File: src/rtl/uart_irq_pkg.sv
package uart_irq_pkg;
  localparam int MASK_W = 4;
  localparam int IID_W  = 4;
  localparam int SRC_N  = 5;
  localparam int CODE_W = IID_W - 1;

  // request vector index: lower index = higher priority
  localparam int IX_RLS  = 0;
  localparam int IX_RDA  = 1;
  localparam int IX_CTO  = 2;
  localparam int IX_THRE = 3;
  localparam int IX_MS   = 4;

  // mask bit positions
  localparam int MB_RX   = 0;
  localparam int MB_THRE = 1;
  localparam int MB_RLS  = 2;
  localparam int MB_MS   = 3;

  localparam logic [IID_W-1:0] IID_NONE = 4'b0001;

  // source code for a given request index
  function automatic logic [CODE_W-1:0] code_of_index(int ix);
    case (ix)
      IX_RLS:  return 3'd3;
      IX_RDA:  return 3'd2;
      IX_CTO:  return 3'd6;
      IX_THRE: return 3'd1;
      default: return 3'd0;
    endcase
  endfunction

  // isolate the highest-priority (lowest index) request
  function automatic logic [SRC_N-1:0] pick_first(logic [SRC_N-1:0] req);
    return req & (~req + SRC_N'(1));
  endfunction

  function automatic logic [IID_W-1:0] iid_encode(logic valid, logic [CODE_W-1:0] code);
    return valid ? {code, 1'b0} : IID_NONE;
  endfunction
endpackage

File: src/rtl/irq_mask_reg.sv
module irq_mask_reg
  import uart_irq_pkg::*;
(
  input  logic              clk,
  input  logic              rst_n,
  input  logic              wr,
  input  logic [MASK_W-1:0] wdata,
  output logic [MASK_W-1:0] q
);
  always_ff @(posedge clk) begin
    if (!rst_n)  q <= '0;
    else if (wr) q <= wdata;
  end

  AST_MASK_LOAD: assert property (@(posedge clk) disable iff (!rst_n)
    wr |=> q == $past(wdata));
  AST_MASK_HOLD: assert property (@(posedge clk) disable iff (!rst_n)
    !wr |=> $stable(q));
endmodule

File: src/rtl/irq_event_latch.sv
module irq_event_latch (
  input  logic clk,
  input  logic rst_n,
  input  logic set_i,
  input  logic clr_i,
  output logic q
);
  always_ff @(posedge clk) begin
    if (!rst_n)     q <= 1'b0;
    else if (set_i) q <= 1'b1;
    else if (clr_i) q <= 1'b0;
  end

  AST_SET_WINS: assert property (@(posedge clk) disable iff (!rst_n)
    set_i |=> q);
  AST_CLR_DROPS: assert property (@(posedge clk) disable iff (!rst_n)
    (clr_i && !set_i) |=> !q);
endmodule

File: src/rtl/irq_thre_arm.sv
module irq_thre_arm (
  input  logic clk,
  input  logic rst_n,
  input  logic thr_empty,
  input  logic en_q,
  input  logic en_wr,
  input  logic en_wbit,
  input  logic ack,
  output logic pend
);
  logic thr_d;
  logic thr_rise;
  logic en_arm;

  assign thr_rise = thr_empty && !thr_d;
  assign en_arm   = en_wr && en_wbit && !en_q && thr_empty;

  always_ff @(posedge clk) begin
    if (!rst_n) begin
      thr_d <= 1'b1;
      pend  <= 1'b0;
    end else begin
      thr_d <= thr_empty;
      if (thr_rise || en_arm) pend <= 1'b1;
      else if (!thr_empty)    pend <= 1'b0;
      else if (ack)           pend <= 1'b0;
    end
  end

  AST_THRE_RISE_ARMS: assert property (@(posedge clk) disable iff (!rst_n)
    thr_rise |=> pend);
  AST_THRE_EN_ARMS: assert property (@(posedge clk) disable iff (!rst_n)
    en_arm |=> pend);
  AST_THRE_LOW_CLEARS: assert property (@(posedge clk) disable iff (!rst_n)
    !thr_empty |=> !pend);
endmodule

File: src/rtl/irq_prio_sel.sv
module irq_prio_sel
  import uart_irq_pkg::*;
(
  input  logic             clk,
  input  logic             rst_n,
  input  logic [SRC_N-1:0] req,
  output logic [SRC_N-1:0] grant,
  output logic             irq,
  output logic [IID_W-1:0] iid
);
  logic [CODE_W-1:0] code_part [SRC_N];
  logic [CODE_W-1:0] code;

  assign grant = pick_first(req);

  for (genvar g = 0; g < SRC_N; g++) begin : g_code
    assign code_part[g] = grant[g] ? code_of_index(g) : '0;
  end

  always_comb begin
    code = '0;
    for (int i = 0; i < SRC_N; i++) code = code | code_part[i];
  end

  assign irq = |grant;
  assign iid = iid_encode(irq, code);

  AST_GRANT_ONEHOT: assert property (@(posedge clk) disable iff (!rst_n)
    $onehot0(grant));
  AST_GRANT_IN_REQ: assert property (@(posedge clk) disable iff (!rst_n)
    (grant & ~req) == '0);
  AST_IDLE_CODE: assert property (@(posedge clk) disable iff (!rst_n)
    (req == '0) |-> (iid == IID_NONE && !irq));
endmodule

File: src/rtl/uart_irq_ident.sv
module uart_irq_ident
  import uart_irq_pkg::*;
(
  input  logic             clk,
  input  logic             rst_n,
  input  logic             ien_wr,
  input  logic [MASK_W-1:0] ien_wdata,
  output logic [MASK_W-1:0] ien_q,
  input  logic             ls_err_set,
  input  logic             rx_at_thresh,
  input  logic             rx_timeout,
  input  logic             thr_empty,
  input  logic             ms_chg_set,
  input  logic             iid_rd,
  input  logic             lsr_rd,
  input  logic             rbr_st_rd,
  input  logic             msr_rd,
  output logic             irq,
  output logic [IID_W-1:0] iid
);
  logic             ls_pend;
  logic             ms_pend;
  logic             thre_pend;
  logic             thre_ack;
  logic [SRC_N-1:0] req;
  logic [SRC_N-1:0] grant;

  irq_mask_reg u_mask (
    .clk(clk), .rst_n(rst_n), .wr(ien_wr), .wdata(ien_wdata), .q(ien_q)
  );

  irq_event_latch u_ls (
    .clk(clk), .rst_n(rst_n), .set_i(ls_err_set),
    .clr_i(lsr_rd || rbr_st_rd), .q(ls_pend)
  );

  irq_event_latch u_ms (
    .clk(clk), .rst_n(rst_n), .set_i(ms_chg_set), .clr_i(msr_rd), .q(ms_pend)
  );

  // only an identification read that reports the transmit source acks it
  assign thre_ack = iid_rd && grant[IX_THRE];

  irq_thre_arm u_thre (
    .clk(clk), .rst_n(rst_n), .thr_empty(thr_empty), .en_q(ien_q[MB_THRE]),
    .en_wr(ien_wr), .en_wbit(ien_wdata[MB_THRE]), .ack(thre_ack), .pend(thre_pend)
  );

  always_comb begin
    req          = '0;
    req[IX_RLS]  = ls_pend      && ien_q[MB_RLS];
    req[IX_RDA]  = rx_at_thresh && ien_q[MB_RX];
    req[IX_CTO]  = rx_timeout   && ien_q[MB_RX];
    req[IX_THRE] = thre_pend    && ien_q[MB_THRE];
    req[IX_MS]   = ms_pend      && ien_q[MB_MS];
  end

  irq_prio_sel u_sel (
    .clk(clk), .rst_n(rst_n), .req(req), .grant(grant), .irq(irq), .iid(iid)
  );

  AST_MASKED_QUIET: assert property (@(posedge clk) disable iff (!rst_n)
    (ien_q == '0) |-> !irq);
  AST_THRE_READ_CLEARS: assert property (@(posedge clk) disable iff (!rst_n)
    (iid_rd && iid == 4'b0010) |=> iid != 4'b0010);
  AST_LS_TOP: assert property (@(posedge clk) disable iff (!rst_n)
    (ls_pend && ien_q[MB_RLS]) |-> iid == 4'b0110);
endmodule

File: config.mk
export PLATFORM = sky130hd
export DESIGN_NAME = uart_irq_ident
export DESIGN_NICKNAME = d
export VERILOG_FILES = /design/src/rtl/uart_irq_pkg.sv /design/src/rtl/irq_mask_reg.sv /design/src/rtl/irq_event_latch.sv /design/src/rtl/irq_thre_arm.sv /design/src/rtl/irq_prio_sel.sv /design/src/rtl/uart_irq_ident.sv
export SDC_FILE = /design/constraint.sdc
export NUM_CORES = 1
export LEC_CHECK = 0
export BUFFER_PORTS_ARGS = -buffer_cell sky130_fd_sc_hd__buf_4
export CAP_MARGIN = 20
export CORE_AREA = 3 3 40 42
export CTS_CLUSTER_SIZE = 24
export DETAILED_ROUTE_END_ITERATION = 7
export DIE_AREA = 0 0 43 45
export GPL_TIMING_DRIVEN = 0
export PLACE_DENSITY = 0.59
export SLEW_MARGIN = 30
export SYNTH_ARGS = -nofsm -noshare
export SYNTH_HDL_FRONTEND = slang
export SYNTH_SLANG_ARGS = --single-unit
File: constraint.sdc
create_clock -name clk -period 0.8 [get_ports clk]
set_input_delay 0.04 -clock clk [delete_from_list [all_inputs] [get_ports clk]]
set_output_delay 0.04 -clock clk [all_outputs]
set_load 0.005 [all_outputs]
---- Word level (Yosys, flattened, before mapping) ----
Cells that the tools add are included.
cells by class
  add/sub/neg operators ................... 1
  multiply operators ...................... 0
  divide/modulo/power cells ............... 0
  order comparisons ....................... 0
  equal/unequal tests ..................... 1
  shifts and indexed selects .............. 0
  muxes and demuxes ....................... 12
  bitwise gates (word level) .............. 5
  reductions and logical operators ........ 17
operators by type and width
  cell                 number
  $logic_and 1x1->1    10
  $or 3x3->3           3
  $mux 1               8
  $add 5x1->5 const B  1
  $and 5x5->5          1
  $not 5->5            1
  $reduce_or 5->1      1
  $mux 2               2
  $mux 4               1
  $reduce_bool 2->1    2
  $mux 3               1
  $ne 3x1->1 const B   1
  $logic_not 1->1      2
  $logic_or 1x1->1     2
storage, ports and cells
  register bits after elaboration ......... 8
  bits in latches ......................... 0
  RAM bits ................................ 0
  ROM bits ................................ 0
  input port bits ......................... 16
  output and inout port bits .............. 9
  word-level logic and storage cells ...... 41
  memories ................................ 0

---- Longest topological paths before layout ----
Gate-level depths: netlist of run 1.
  depth in word-level cells ............... 9
  gate-level depth with buffers ........... 4
  depth with buffers taken out ............ 3

---- Cells and area by module ----
A second synthesis of run 1 with hierarchy kept.
second synthesis, totals
  cells, all modules ...................... 46
  area, all modules ....................... 431.7 µm²
modules (own cells, without submodules)
  module           instances  cells an instance  area an instance (µm²)  sequential area each (µm²)
  irq_mask_reg     1          13                 156.4                   80.1
  irq_event_latch  2          3                  41.3                    20.0
  irq_prio_sel     1          13                 78.8                    0.0
  irq_thre_arm     1          7                  70.1                    40.0
  uart_irq_ident   1          7                  43.8                    0.0

---- Worst setup path before layout of run 1 ----
Ideal clock, no wire load.
  path type ............................... flip-flop to flip-flop
  start ................................... register u_mask.q[0]
  end ..................................... register u_thre.pend
  arrival time ............................ 0.682 ns
  setup slack ............................. 0.003 ns
  stages on the path, launching flop included .. 4
  path buffers ............................ 0
  period minus slack after synthesis ...... 0.797 ns
  cell sequence ........................... dfxtp_1 o21ai_1 nand2_1 o21a_1
between the ends
  cells in the longest elaborated chain, start to end .. 6
  elaborated cells between the ends (all ways) .. 7
  classes of those cells .................. add/sub (1); eq/ne (1); bitwise (2); reduce/logical (3)
RTL lines
  item                                  line                                        source
  start, declared                       irq_mask_reg.sv:8                           output logic [MASK_W-1:0] q
  start signal, assigned                irq_mask_reg.sv:12                          else if (wr) q <= wdata;
  $logic_and 1x1->1 (on tied branches)  uart_irq_ident.sv:52, uart_irq_ident.sv:53
  $not 5->5 *                           uart_irq_pkg.sv:35                          return req & (~req + SRC_N'(1));
  $add 5x1->5 *                         uart_irq_pkg.sv:35
  $and 5x5->5 *                         uart_irq_pkg.sv:35
  $logic_and 1x1->1 *                   uart_irq_ident.sv:42                        assign thre_ack = iid_rd && grant[IX_THRE];
  $ne 3x1->1 (no line) *                n/a
  end signal, assigned                  irq_thre_arm.sv:21                          pend <= 1'b0;
  end signal, assigned                  irq_thre_arm.sv:24                          if (thr_rise || en_arm) pend <= 1'b1;
  end signal, assigned                  irq_thre_arm.sv:25                          else if (!thr_empty) pend <= 1'b0;
  end, declared                         irq_thre_arm.sv:9                           output logic pend
Every way passes the cells marked *; elsewhere a longest branch is shown, timed or not.
A chain may end at the register's enable or synchronous reset.

---- Worst setup path after layout of run 1 ----
  start ................................... register u_mask.q[0]
  end ..................................... output port iid[1]
between the ends
  cells in the longest elaborated chain, start to end .. 7
  elaborated cells between the ends (all ways) .. 9
  classes of those cells .................. add/sub (1); mux (2); bitwise (3); reduce/logical (3)
RTL lines
  item                                  line                                        source
  $logic_and 1x1->1 (on tied branches)  uart_irq_ident.sv:52, uart_irq_ident.sv:53
  $not 5->5                             uart_irq_pkg.sv:35
  $add 5x1->5                           uart_irq_pkg.sv:35
  $and 5x5->5 *                         uart_irq_pkg.sv:35
  $mux 1                                irq_prio_sel.sv:17                          assign code_part[g] = grant[g] ? code_of_index(g) : '0;
  $or 3x3->3                            irq_prio_sel.sv:22                          for (int i = 0; i < SRC_N; i++) code = code | code_part[i];
  $mux 4 *                              uart_irq_pkg.sv:39                          return valid ? {code, 1'b0} : IID_NONE;
  end, declared                         uart_irq_ident.sv:19                        output logic [IID_W-1:0] iid
Marks and branches as above.

==> impl_metrics.xml, run 1 <==
<?xml version="1.0" encoding="UTF-8"?>
<metrics>
  <group name="worst_setup_path">
    <metric name="crit_fanout" unit="">4</metric>
    <metric name="worstPathBufferInverterCount" unit="">1</metric>
    <metric name="cp.arrival" unit="ps">1000</metric>
    <metric name="worst-r2r-setup-slack" unit="ps">-90</metric>
    <metric name="slowest_stage" unit="">dfxtp_2</metric>
    <metric name="worstReg2RegStart" unit="">u_mask.q[1]</metric>
    <metric name="timing.reg2reg.worst_path_depth" unit="">4</metric>
    <metric name="crit_path_start_kind" unit="">register</metric>
    <metric name="critPathTopFamily" unit="">flip-flops</metric>
    <metric name="critPathKind" unit="">reg2out</metric>
    <metric name="timing.critical_path.slowest_cell_delay" unit="ps">330</metric>
    <metric name="worst_ep_required_time" unit="ps">760</metric>
    <metric name="r2r_end" unit="">u_thre.pend</metric>
    <metric name="crit_path_cell_trace" unit="">o21ai_2 &gt; nand2_1 &gt; o21ai_1 &gt; buf_4</metric>
    <metric name="crit_path_capture_type" unit="">output port</metric>
  </group>
  <group name="final_layout">
    <metric name="fin_nets" unit="">90</metric>
    <metric name="drive_above_1_share" unit="">0.5694</metric>
    <metric name="post_layout_nonfiller_instances" unit="">87</metric>
    <metric name="num_antenna_cells" unit="">0</metric>
    <metric name="finish.instance_area" unit="µm²">680.7</metric>
    <metric name="filler_cell_count" unit="">123</metric>
    <metric name="areaGrowthSynthToFinish" unit="%">89.55</metric>
  </group>
  <group name="clock_tree">
    <metric name="cts_htree_levels" unit="">1</metric>
    <metric name="ctsLongestPathBuffers" unit="">2</metric>
    <metric name="clock_insertion_delay_worst_skew" unit="ps">240</metric>
    <metric name="clock_pin_slew_on_the_worst_setup_and_hold_paths" unit="ps">50</metric>
    <metric name="cts_buffers" unit="">3</metric>
    <metric name="cts.sink_count" unit="">8</metric>
    <metric name="clock_tree.root_cell" unit="">clkbuf_4</metric>
    <metric name="cts_tree" unit="">built</metric>
  </group>
  <group name="flow_run">
    <metric name="cap_viol_max_count" unit="">0</metric>
  </group>
  <group name="timing">
    <metric name="fmax" unit="MHz">961.1</metric>
    <metric name="final_critical_path_setup_slack" unit="ps">-240.5</metric>
    <metric name="min_period_over_period" unit="">1.301</metric>
    <metric name="least_margin_pin_slew" unit="ps">141.0</metric>
    <metric name="hold_vio_cnt_final" unit="">0</metric>
    <metric name="grt_setup_unrepaired" unit="">true</metric>
    <metric name="max-slew-margin-rel" unit="">0.9033</metric>
    <metric name="setup_viol" unit="">10</metric>
    <metric name="clock-skew-final" unit="ps">1.536</metric>
    <metric name="period_minus_slack" unit="ps">1040</metric>
    <metric name="drv_slew" unit="">0</metric>
  </group>
  <group name="logic_synthesis">
    <metric name="syn_avg_cell_area" unit="µm²">8.977</metric>
    <metric name="synth.top_cells.by_count" unit="">dfxtp_1, nor2b_1, nand2_1, mux2i_1</metric>
    <metric name="syn_inst" unit="">40</metric>
    <metric name="count_of_different_cell_masters_after_synthesis" unit="">17</metric>
    <metric name="yosys-top-cells-area" unit="">dfxtp_1, mux2i_1, nor2b_1, nand2_1, o21a_1</metric>
    <metric name="ys_seq_area_frac" unit="">0.4460</metric>
    <metric name="post-synth-top-count-cell" unit="">dfxtp_1</metric>
    <metric name="synth_top_area_frac" unit="">0.4460</metric>
    <metric name="synth_seq_cells" unit="">8</metric>
    <metric name="synth-edff-count" unit="">0</metric>
    <metric name="async_reset_ff_frac" unit="">0</metric>
    <metric name="yosysWarnings" unit="">0</metric>
    <metric name="synth-main-ff-cell" unit="">dfxtp_1</metric>
    <metric name="post-synth-top-area-cell" unit="">dfxtp_1</metric>
    <metric name="syn_nets" unit="">56</metric>
    <metric name="post_syn_area" unit="µm²">359.1</metric>
  </group>
  <group name="placed_design">
    <metric name="buffer_ports.inserted" unit="">23</metric>
    <metric name="placed_cell_area" unit="µm²">550.5</metric>
    <metric name="placedCellCount" unit="">78</metric>
    <metric name="finalWeightedCongestion" unit="">0.6713</metric>
  </group>
  <group name="worst_hold_path">
    <metric name="worstHoldPathType" unit="">in2reg</metric>
    <metric name="worst_hold_path.endpoint" unit="">u_thre.thr_d</metric>
    <metric name="min_path_cells" unit="">2</metric>
    <metric name="min-delay-start" unit="">rst_n</metric>
  </group>
  <group name="power">
    <metric name="static-leakage-power" unit="nW">0.3351</metric>
    <metric name="ir_worst_vdd" unit="mV">0.6365</metric>
    <metric name="power.density_cell_area" unit="nW/µm²">1424</metric>
  </group>
  <group name="global_routing">
    <metric name="antenna_found_initial" unit="">0</metric>
    <metric name="first_pass_grt_wire_length" unit="µm">1442</metric>
    <metric name="grt.total_usage" unit="">0.1052</metric>
    <metric name="overflow" unit="">0</metric>
    <metric name="first_global_vias" unit="">357</metric>
    <metric name="grt_start_max_net_pins" unit="">9</metric>
  </group>
  <group name="die">
    <metric name="die_width" unit="µm">43</metric>
    <metric name="floorplan.die.height" unit="µm">45</metric>
    <metric name="pin_count" unit="">25</metric>
    <metric name="fp-row-count" unit="">13</metric>
    <metric name="area_of_the_die" unit="µm²">1935</metric>
    <metric name="coreArea" unit="µm²">1285</metric>
    <metric name="start_util" unit="">0.2795</metric>
  </group>
  <group name="detailed_routing">
    <metric name="vias" unit="">374</metric>
    <metric name="routed_wire_length_per_instance" unit="µm">9.678</metric>
    <metric name="routed_wl" unit="µm">842</metric>
    <metric name="drc" unit="">0</metric>
    <metric name="drt_pre_antenna_iters" unit="">4</metric>
    <metric name="drt_iter0_drc" unit="">2</metric>
    <metric name="vias_per_cell" unit="">4.299</metric>
    <metric name="ant_nets" unit="">0</metric>
  </group>
  <group name="run_status">
    <metric name="failed_checks" unit="">negative setup slack</metric>
    <metric name="status" unit="">finished with violations</metric>
  </group>
</metrics>
==> cell type report <==
cell class                      instances  area, µm²  share of cell area
Sequential cell                         8      166.4              0.2445
Clock buffer                            3      22.52             0.03309
Inverter                                2      7.507             0.01103
Tap cell                               15      18.77             0.02757
Multi-Input combinational cell         28      186.4              0.2739
Timing Repair Buffer                   29      256.5              0.3768
Buffer                                  2      22.52             0.03309
==> sequential cells by signal, indices dropped and copies added, names as in the netlist <==
register	flops
u_thre.pend	1
u_ls.q	1
u_ms.q	1
u_thre.thr_d	1
u_mask.q	4
==> cells by family after synthesis <==
kind of cell | Yosys count | synth area share
buf+inv | 4 | 0.07318
flops | 8 | 0.4460
mux | 4 | 0.1115
simple gates | 18 | 0.2683
compound gates | 6 | 0.1010
==> report_power, final <==
part	switching, mW	total (mW)	leakage [nW]	internal (mW)
Clock	0.120	0.291	0.0138	0.171
Sequential	0.0173	0.444	0.0679	0.426
Combinational	0.0727	0.235	0.253	0.162
==> metal layers <==
| metal | wire length [µm] | GRT usage | up-vias |
|---|---|---|---|
| met1 | 351 | 0.1262 | 159 |
| li1 | - | - | 198 |
| met2 | 394 | 0.1527 | 15 |
| met3 | 76 | 0.01992 | 2 |
| met5 | 0 | 0 | - |
| met4 | 19 | 0.1084 | 0 |
==> how the worst max path moves through the flow <==
stage / from / to / slack [ps] / depth (start not counted)
4_1_cts: u_ls.q / irq / -260 / 4
3_3_place_gp: u_mask.q[2] / iid[1] / -60 / 4
5_1_grt: u_mask.q[0] / irq / -310 / 4
6_report: u_mask.q[0] / iid[1] / -240 / 4
3_5_place_dp: u_mask.q[2] / iid[1] / -70 / 4
2_1_floorplan: u_mask.q[0] / u_thre.pend / 3 / 3
==> metrics by stage <==
| stage | total power, mW | setup TNS, ps | setup slack [ps] | hold WS [ps] | util |
|---|---|---|---|---|---|
| 6_report | 0.9696 | -1237 | -240.5 | 16.14 | 0.5297 |
| 5_1_grt | 1.034 | -1800 | -305.6 | 20.75 | 0.5297 |
| 4_1_cts | 0.9808 | -1317 | -264.4 | 11.54 | 0.5209 |
| 3_5_place_dp | 0.6255 | -186.0 | -69.68 | 236.3 | 0.4284 |
| 3_3_place_gp | 0.6240 | -161.2 | -64.87 | 233.5 | 0.4284 |
| 2_1_floorplan | 0.5142 | 0 | 3.462 | 111.1 | - |
==> cell usage in the layout (no fill, tap or decap), drive strengths merged <==
cell type,synthesis,routed
buf,2,29
dfxtp,8,8
nor2b,6,6
nand2,5,5
mux2i,4,4
clkbuf,0,3
nand3,2,2
nor2,2,2
o21a,2,2
dlygate4sd3,0,2
o21ai,2,2
inv,2,2
and4,1,1
nand2b,1,1
a21oi,1,1
nand3b,1,1
a31oi,1,1
==> worst reg2reg max path, stage by stage (launching register included) <==
cell and delay (ps):
dfxtp_2 320, buf_6 120, nand3b_1 140, a31oi_1 130, o21a_1 130
==> timing repair <==
item                       in CTS  in global routing
setup endpoints to repair       7                 10
hold buffers                    2                  0
hold endpoints to repair        2                  0
setup buffers                   4                  0
pin swaps                       5                  0
gates resized for setup        17                  4
Power figures use the tool's default switching activity.
==> run 2: changes to the inputs <==
--- a/config.mk
+++ b/config.mk
@@ -11,8 +11,10 @@
 export CTS_CLUSTER_SIZE = 24
 export DETAILED_ROUTE_END_ITERATION = 7
 export DIE_AREA = 0 0 43 45
+export GPL_ROUTABILITY_DRIVEN = 0
 export GPL_TIMING_DRIVEN = 0
-export PLACE_DENSITY = 0.59
+export PLACE_DENSITY = 0.64
+export SETUP_SLACK_MARGIN = 0.5
 export SLEW_MARGIN = 30
 export SYNTH_ARGS = -nofsm -noshare
 export SYNTH_HDL_FRONTEND = slang
==> run 2 against run 1 <==
  * Largest power group unchanged
  * Combinational power barely moved
  * The run ends with negative hold slack, negative setup slack left
  * Final cell count down 1.1%
  * Design area up 0.74%
==> impl_metrics.xml, run 2 (synthesized netlist as in run 1, its figures left out) <==
<?xml version="1.0" encoding="UTF-8"?>
<metrics>
  <group name="clock_tree">
    <metric name="clock_insertion_delay_worst_skew" unit="ps">250</metric>
    <metric name="clock_tree.root_cell" unit="">clkbuf_4</metric>
    <metric name="ctsLongestPathBuffers" unit="">2</metric>
    <metric name="clock_pin_slew_on_the_worst_setup_and_hold_paths" unit="ps">50</metric>
    <metric name="cts.sink_count" unit="">8</metric>
    <metric name="cts_buffers" unit="">3</metric>
    <metric name="cts_htree_levels" unit="">1</metric>
    <metric name="cts_tree" unit="">built</metric>
  </group>
  <group name="final_layout">
    <metric name="post_layout_nonfiller_instances" unit="">86</metric>
    <metric name="fin_nets" unit="">89</metric>
    <metric name="most_common_cell_after_layout_fill_and_taps_aside" unit="">buf_4</metric>
    <metric name="most-common-layout-cells" unit="">buf_4, buf_6, nor2b_1, dfxtp_2, mux2i_1</metric>
    <metric name="areaGrowthSynthToFinish" unit="%">90.94</metric>
    <metric name="drive_above_1_share" unit="">0.6197</metric>
    <metric name="flip_flop_count_of_the_largest_register_after_layout" unit="">4</metric>
    <metric name="filler_cell_count" unit="">133</metric>
    <metric name="num_antenna_cells" unit="">0</metric>
    <metric name="largest-register" unit="">u_mask.q</metric>
  </group>
  <group name="detailed_routing">
    <metric name="routed_wire_length_per_instance" unit="µm">10.86</metric>
    <metric name="vias_per_cell" unit="">4.500</metric>
    <metric name="drt_pre_antenna_iters" unit="">1</metric>
    <metric name="ant_nets" unit="">0</metric>
    <metric name="drc" unit="">0</metric>
    <metric name="routed_wl" unit="µm">934</metric>
    <metric name="vias" unit="">387</metric>
    <metric name="drt_iter0_drc" unit="">0</metric>
  </group>
  <group name="die">
    <metric name="fp-row-count" unit="">13</metric>
    <metric name="area_of_the_die" unit="µm²">1935</metric>
    <metric name="floorplan.die.height" unit="µm">45</metric>
    <metric name="start_util" unit="">0.2795</metric>
    <metric name="die_width" unit="µm">43</metric>
    <metric name="coreArea" unit="µm²">1285</metric>
    <metric name="pin_count" unit="">25</metric>
  </group>
  <group name="worst_hold_path">
    <metric name="min-delay-start" unit="">thr_empty</metric>
    <metric name="worstHoldPathType" unit="">in2reg</metric>
    <metric name="worst_hold_path.endpoint" unit="">u_thre.thr_d</metric>
    <metric name="min_path_cells" unit="">2</metric>
  </group>
  <group name="worst_setup_path">
    <metric name="critPathKind" unit="">reg2out</metric>
    <metric name="crit_path_capture_type" unit="">output port</metric>
    <metric name="crit_fanout" unit="">5</metric>
    <metric name="worst-r2r-setup-slack" unit="ps">-20</metric>
    <metric name="crit_path_start_kind" unit="">register</metric>
    <metric name="timing.reg2reg.worst_path_depth" unit="">3</metric>
    <metric name="worstReg2RegStart" unit="">u_mask.q[1]</metric>
    <metric name="worst_ep_required_time" unit="ps">760</metric>
    <metric name="r2r_end" unit="">u_thre.pend</metric>
    <metric name="cp.arrival" unit="ps">1030</metric>
  </group>
  <group name="timing">
    <metric name="period_minus_slack" unit="ps">1072</metric>
    <metric name="grt_setup_unrepaired" unit="">true</metric>
    <metric name="hold_vio_cnt_final" unit="">2</metric>
    <metric name="worst_hold_slack" unit="ps">-20.25</metric>
    <metric name="max-slew-margin-rel" unit="">0.9090</metric>
    <metric name="setup_viol" unit="">11</metric>
    <metric name="drv_slew" unit="">0</metric>
    <metric name="min_period_over_period" unit="">1.340</metric>
    <metric name="least_margin_pin_slew" unit="ps">132.8</metric>
    <metric name="fmax" unit="MHz">932.8</metric>
    <metric name="clock-skew-final" unit="ps">0.1936</metric>
    <metric name="final_critical_path_setup_slack" unit="ps">-272.1</metric>
  </group>
  <group name="global_routing">
    <metric name="global_route_met1_utilization" unit="">0.1214</metric>
    <metric name="overflow" unit="">0</metric>
    <metric name="grt.total_usage" unit="">0.1110</metric>
    <metric name="first_pass_grt_wire_length" unit="µm">1483</metric>
    <metric name="grt_start_max_net_pins" unit="">9</metric>
    <metric name="antenna_found_initial" unit="">0</metric>
    <metric name="met2_usage" unit="">0.1647</metric>
    <metric name="global_route.usage.met3" unit="">0.02789</metric>
    <metric name="global_route.peak_usage_layer" unit="">met2</metric>
    <metric name="first_global_vias" unit="">356</metric>
  </group>
  <group name="placed_design">
    <metric name="placedCellCount" unit="">78</metric>
    <metric name="dpl.hpwl" unit="µm">711.5</metric>
    <metric name="buffer_ports.inserted" unit="">23</metric>
    <metric name="place_ws" unit="ps">-24.79</metric>
  </group>
  <group name="power">
    <metric name="power.density_cell_area" unit="nW/µm²">1440</metric>
    <metric name="static-leakage-power" unit="nW">0.3354</metric>
    <metric name="ir_worst_vdd" unit="mV">0.6805</metric>
  </group>
  <group name="run_status">
    <metric name="failed_checks" unit="">negative hold slack, negative setup slack</metric>
    <metric name="status" unit="">finished with violations</metric>
  </group>
  <group name="flow_run">
    <metric name="cap_viol_max_count" unit="">0</metric>
  </group>
</metrics>
## run 2: worst max-delay path, cell delays in order, from the launching register on
cell and delay, ps:
dfxtp_4 350, nand2_2 60, and4_1 210, inv_1 50, buf_6 110
## run 2: where the power goes
part	switching (mW)	internal [mW]
Combinational	0.0750	0.160
Sequential	0.0193	0.425
Clock	0.136	0.172
## run 2: what timing repair did
action / 4_1_cts / 5_1_grt
gates resized for setup: 11 / 6
endpoints found under the setup margin: 16 / 16
hold endpoints to repair: 2 / 2
buffers inserted: 4 / 1
pin swaps: 3 / 2
## run 2: final cells by class
class                           instances  area [µm²]  area share
Sequential cell                         8       170.2      0.2482
Tap cell                               15       18.77     0.02737
Multi-Input combinational cell         28       196.4      0.2865
Clock buffer                            3       22.52     0.03285
Buffer                                  2       22.52     0.03285
Inverter                                2       7.507     0.01095
Timing Repair Buffer                   28       247.7      0.3613
## run 2: metrics by stage
| stage | hold slack, ps | util | power (mW) | instance area (µm²) | TNS (ps) |
|---|---|---|---|---|---|
| after global placement | 235.8 | 0.4391 | 0.6312 | 564.3 | -11.57 |
| after CTS | -30.18 | 0.5093 | 0.9958 | 654.4 | -1426 |
| after detailed placement | 239.2 | 0.4391 | 0.6354 | 564.3 | -24.79 |
| after global routing | -22.26 | 0.5336 | 1.047 | 685.7 | -1937 |
| final | -20.25 | 0.5336 | 0.9872 | 685.7 | -1432 |
| after floorplan | 111.1 | - | 0.5207 | 372.9 | 0 |
## run 2: layer usage
layer	routed length [µm]	up-vias
met1	359	164
li1	-	199
met2	439	19
met3	92	5
met4	42	0
met5	0	-
## run 2: worst max-delay path by stage
stage | end | start
after floorplan | u_thre.pend | u_mask.q[1]
after global placement | irq | u_ls.q
after detailed placement | irq | u_ls.q
after CTS | irq | u_mask.q[2]
after global routing | irq | u_ls.q
final | irq | u_mask.q[1]
==> run 3: changes to the inputs <==
--- a/config.mk
+++ b/config.mk
@@ -13,7 +13,7 @@
 export DIE_AREA = 0 0 43 45
 export GPL_ROUTABILITY_DRIVEN = 0
 export GPL_TIMING_DRIVEN = 0
-export PLACE_DENSITY = 0.64
+export PLACE_DENSITY_LB_ADDON = 0.3
 export SETUP_SLACK_MARGIN = 0.5
 export SLEW_MARGIN = 30
 export SYNTH_ARGS = -nofsm -noshare
==> run 3 against run 2 <==
  * The run still ends with negative hold slack, negative setup slack left
  * Routed wire length up 9.3%
  * Sequential share of layout area down 0.87 points
  * Critical path depth unchanged
  * Combinational power up 7%
  * Global-route usage down 0.68 points
  * Non-clock buffer count up 1
  * Clock power about the same
  * Hold slack better by 2.5 ps
  * Worst setup slack worse by 28 ps
  * Maximum frequency down 2.5%
  * Final cell count up 1.2%
  * Design area up 3.6%
  * Highest routed layer unchanged
==> impl_metrics.xml, run 3 (synthesized netlist as in run 1, its figures left out) <==
<?xml version="1.0" encoding="UTF-8"?>
<metrics>
  <group name="final_layout">
    <metric name="multi_input_comb_area" unit="µm²">214.0</metric>
    <metric name="most_common_cell_after_layout_fill_and_taps_aside" unit="">buf_4</metric>
    <metric name="drive_above_1_share" unit="">0.6806</metric>
    <metric name="largest-register" unit="">u_mask.q</metric>
    <metric name="post_layout_nonfiller_instances" unit="">87</metric>
    <metric name="areaGrowthSynthToFinish" unit="%">97.91</metric>
    <metric name="fin_nets" unit="">90</metric>
    <metric name="finalCoreUtilization" unit="">0.5531</metric>
    <metric name="register_area" unit="µm²">170.2</metric>
    <metric name="num_antenna_cells" unit="">0</metric>
    <metric name="most-common-layout-cells" unit="">buf_4, buf_6, nor2b_1, dfxtp_2, mux2i_1</metric>
    <metric name="filler_cell_count" unit="">131</metric>
    <metric name="flip_flop_count_of_the_largest_register_after_layout" unit="">4</metric>
  </group>
  <group name="global_routing">
    <metric name="met2_usage" unit="">0.1587</metric>
    <metric name="first_global_vias" unit="">361</metric>
    <metric name="first_pass_grt_wire_length" unit="µm">1462</metric>
    <metric name="global_route.peak_usage_layer" unit="">met2</metric>
    <metric name="global_route.usage.met3" unit="">0.03586</metric>
    <metric name="grt_start_max_net_pins" unit="">9</metric>
    <metric name="overflow" unit="">0</metric>
    <metric name="global_route_met1_utilization" unit="">0.1162</metric>
    <metric name="grt.total_usage" unit="">0.1043</metric>
    <metric name="antenna_found_initial" unit="">0</metric>
  </group>
  <group name="timing">
    <metric name="max-slew-margin-rel" unit="">0.9147</metric>
    <metric name="final_critical_path_setup_slack" unit="ps">-300.0</metric>
    <metric name="drv_slew" unit="">0</metric>
    <metric name="least_margin_pin_slew" unit="ps">124.5</metric>
    <metric name="hold_vio_cnt_final" unit="">2</metric>
    <metric name="setup_viol" unit="">10</metric>
    <metric name="fmax" unit="MHz">909.1</metric>
    <metric name="setup_total_negative_slack" unit="ps">-1584</metric>
    <metric name="min_period_over_period" unit="">1.375</metric>
    <metric name="worst_hold_slack" unit="ps">-17.75</metric>
    <metric name="clock-skew-final" unit="ps">1.596</metric>
    <metric name="grt_setup_unrepaired" unit="">true</metric>
    <metric name="period_minus_slack" unit="ps">1100</metric>
  </group>
  <group name="placed_design">
    <metric name="dpl.hpwl" unit="µm">691.9</metric>
    <metric name="buffer_ports.inserted" unit="">23</metric>
    <metric name="placedCellCount" unit="">78</metric>
    <metric name="place_ws" unit="ps">-28.16</metric>
  </group>
  <group name="worst_setup_path">
    <metric name="r2r_end" unit="">u_thre.pend</metric>
    <metric name="crit_fanout" unit="">3</metric>
    <metric name="crit_path_capture_type" unit="">output port</metric>
    <metric name="worst_ep_required_time" unit="ps">760</metric>
    <metric name="worst-r2r-setup-slack" unit="ps">-110</metric>
    <metric name="critPathKind" unit="">reg2out</metric>
    <metric name="crit_path_start_kind" unit="">register</metric>
    <metric name="cp.arrival" unit="ps">1060</metric>
    <metric name="worstReg2RegStart" unit="">u_mask.q[1]</metric>
    <metric name="timing.reg2reg.worst_path_depth" unit="">4</metric>
  </group>
  <group name="die">
    <metric name="coreArea" unit="µm²">1285</metric>
    <metric name="start_util" unit="">0.2795</metric>
    <metric name="floorplan.die.height" unit="µm">45</metric>
    <metric name="fp-row-count" unit="">13</metric>
    <metric name="die_width" unit="µm">43</metric>
    <metric name="pin_count" unit="">25</metric>
    <metric name="area_of_the_die" unit="µm²">1935</metric>
  </group>
  <group name="run_status">
    <metric name="status" unit="">finished with violations</metric>
    <metric name="failed_checks" unit="">negative hold slack, negative setup slack</metric>
  </group>
  <group name="detailed_routing">
    <metric name="routed_wl" unit="µm">1021</metric>
    <metric name="drt_iter0_drc" unit="">2</metric>
    <metric name="drt_pre_antenna_iters" unit="">4</metric>
    <metric name="drc" unit="">0</metric>
    <metric name="routed_wire_length_per_instance" unit="µm">11.74</metric>
    <metric name="vias_per_cell" unit="">4.471</metric>
    <metric name="vias" unit="">389</metric>
    <metric name="ant_nets" unit="">0</metric>
  </group>
  <group name="clock_tree">
    <metric name="clock_insertion_delay_worst_skew" unit="ps">250</metric>
    <metric name="clock_pin_slew_on_the_worst_setup_and_hold_paths" unit="ps">50</metric>
    <metric name="clock_tree.root_cell" unit="">clkbuf_4</metric>
    <metric name="cts_htree_levels" unit="">1</metric>
    <metric name="ctsLongestPathBuffers" unit="">2</metric>
    <metric name="cts.sink_count" unit="">8</metric>
    <metric name="cts_buffers" unit="">3</metric>
    <metric name="cts_tree" unit="">built</metric>
  </group>
  <group name="power">
    <metric name="comb_power_share" unit="">0.251</metric>
    <metric name="power.switching" unit="mW">0.2368</metric>
    <metric name="p_int" unit="mW">0.7656</metric>
    <metric name="power.density_cell_area" unit="nW/µm²">1411</metric>
    <metric name="share_seq_of_total_power" unit="">0.445</metric>
    <metric name="clock_power_share" unit="">0.304</metric>
    <metric name="static-leakage-power" unit="nW">0.3440</metric>
    <metric name="power_switching_share" unit="">0.2363</metric>
    <metric name="ir_worst_vdd" unit="mV">0.5039</metric>
  </group>
  <group name="worst_hold_path">
    <metric name="worst_hold_path.endpoint" unit="">u_thre.thr_d</metric>
    <metric name="min_path_cells" unit="">2</metric>
    <metric name="worstHoldPathType" unit="">in2reg</metric>
    <metric name="min-delay-start" unit="">thr_empty</metric>
  </group>
  <group name="flow_run">
    <metric name="cap_viol_max_count" unit="">0</metric>
  </group>
</metrics>
run 3: cell count changes in the layout (fill, tap and decap cells not counted), sizes merged:
cell	delta
buf	+1
run 3: stage by stage:
step,instance area [µm²],power [mW]
after CTS,638.1,0.9798
after floorplan,372.9,0.5207
after detailed placement,564.3,0.6337
after global placement,564.3,0.6313
after global routing,710.7,1.063
final,710.7,1.002
run 3: critical path: stages, from the launching register on:
cell and delay (ps):
dfxtp_4 360, o21ai_4 70, and4_4 250, inv_2 40, buf_6 100
run 3: worst max path at each step:
stage / slack (ps) / startpoint / end
floorplan: 50 / u_mask.q[1] / u_thre.pend
global placement: -20 / u_ls.q / irq
detailed placement: -30 / u_ls.q / irq
finish: -300 / u_mask.q[0] / irq
global route: -350 / u_mask.q[0] / irq
CTS: -300 / u_mask.q[2] / irq
run 3: routing by layer:
| layer | share of wire | up-vias |
|---|---|---|
| li1 | - | 196 |
| met2 | 0.52 | 18 |
| met5 | 0 | - |
| met1 | 0.37 | 173 |
| met3 | 0.097 | 2 |
| met4 | 0.017 | 0 |
run 3: final cells by class:
| type | count | share of cell area |
|---|---|---|
| Timing Repair Buffer | 29 | 0.3592 |
| Inverter | 2 | 0.01056 |
| Multi-Input combinational cell | 28 | 0.3011 |
| Buffer | 2 | 0.03169 |
| Clock buffer | 3 | 0.03169 |
| Sequential cell | 8 | 0.2394 |
| Tap cell | 15 | 0.02641 |
run 3: repair_timing:
item,CTS,global route
pin swaps,2,4
setup endpoints to repair,16,16
gates resized for setup,9,14
endpoints found under the hold margin,2,2
setup buffers,3,3
run 3: power groups by stage:
stage	clock (mW)	sequential, mW	combinational (mW)
3_5_place_dp	0	0.452	0.182
5_1_grt	0.342	0.449	0.272
2_1_floorplan	0	0.449	0.0719
4_1_cts	0.322	0.444	0.214
3_3_place_gp	0	0.451	0.180
6_report	0.305	0.447	0.251
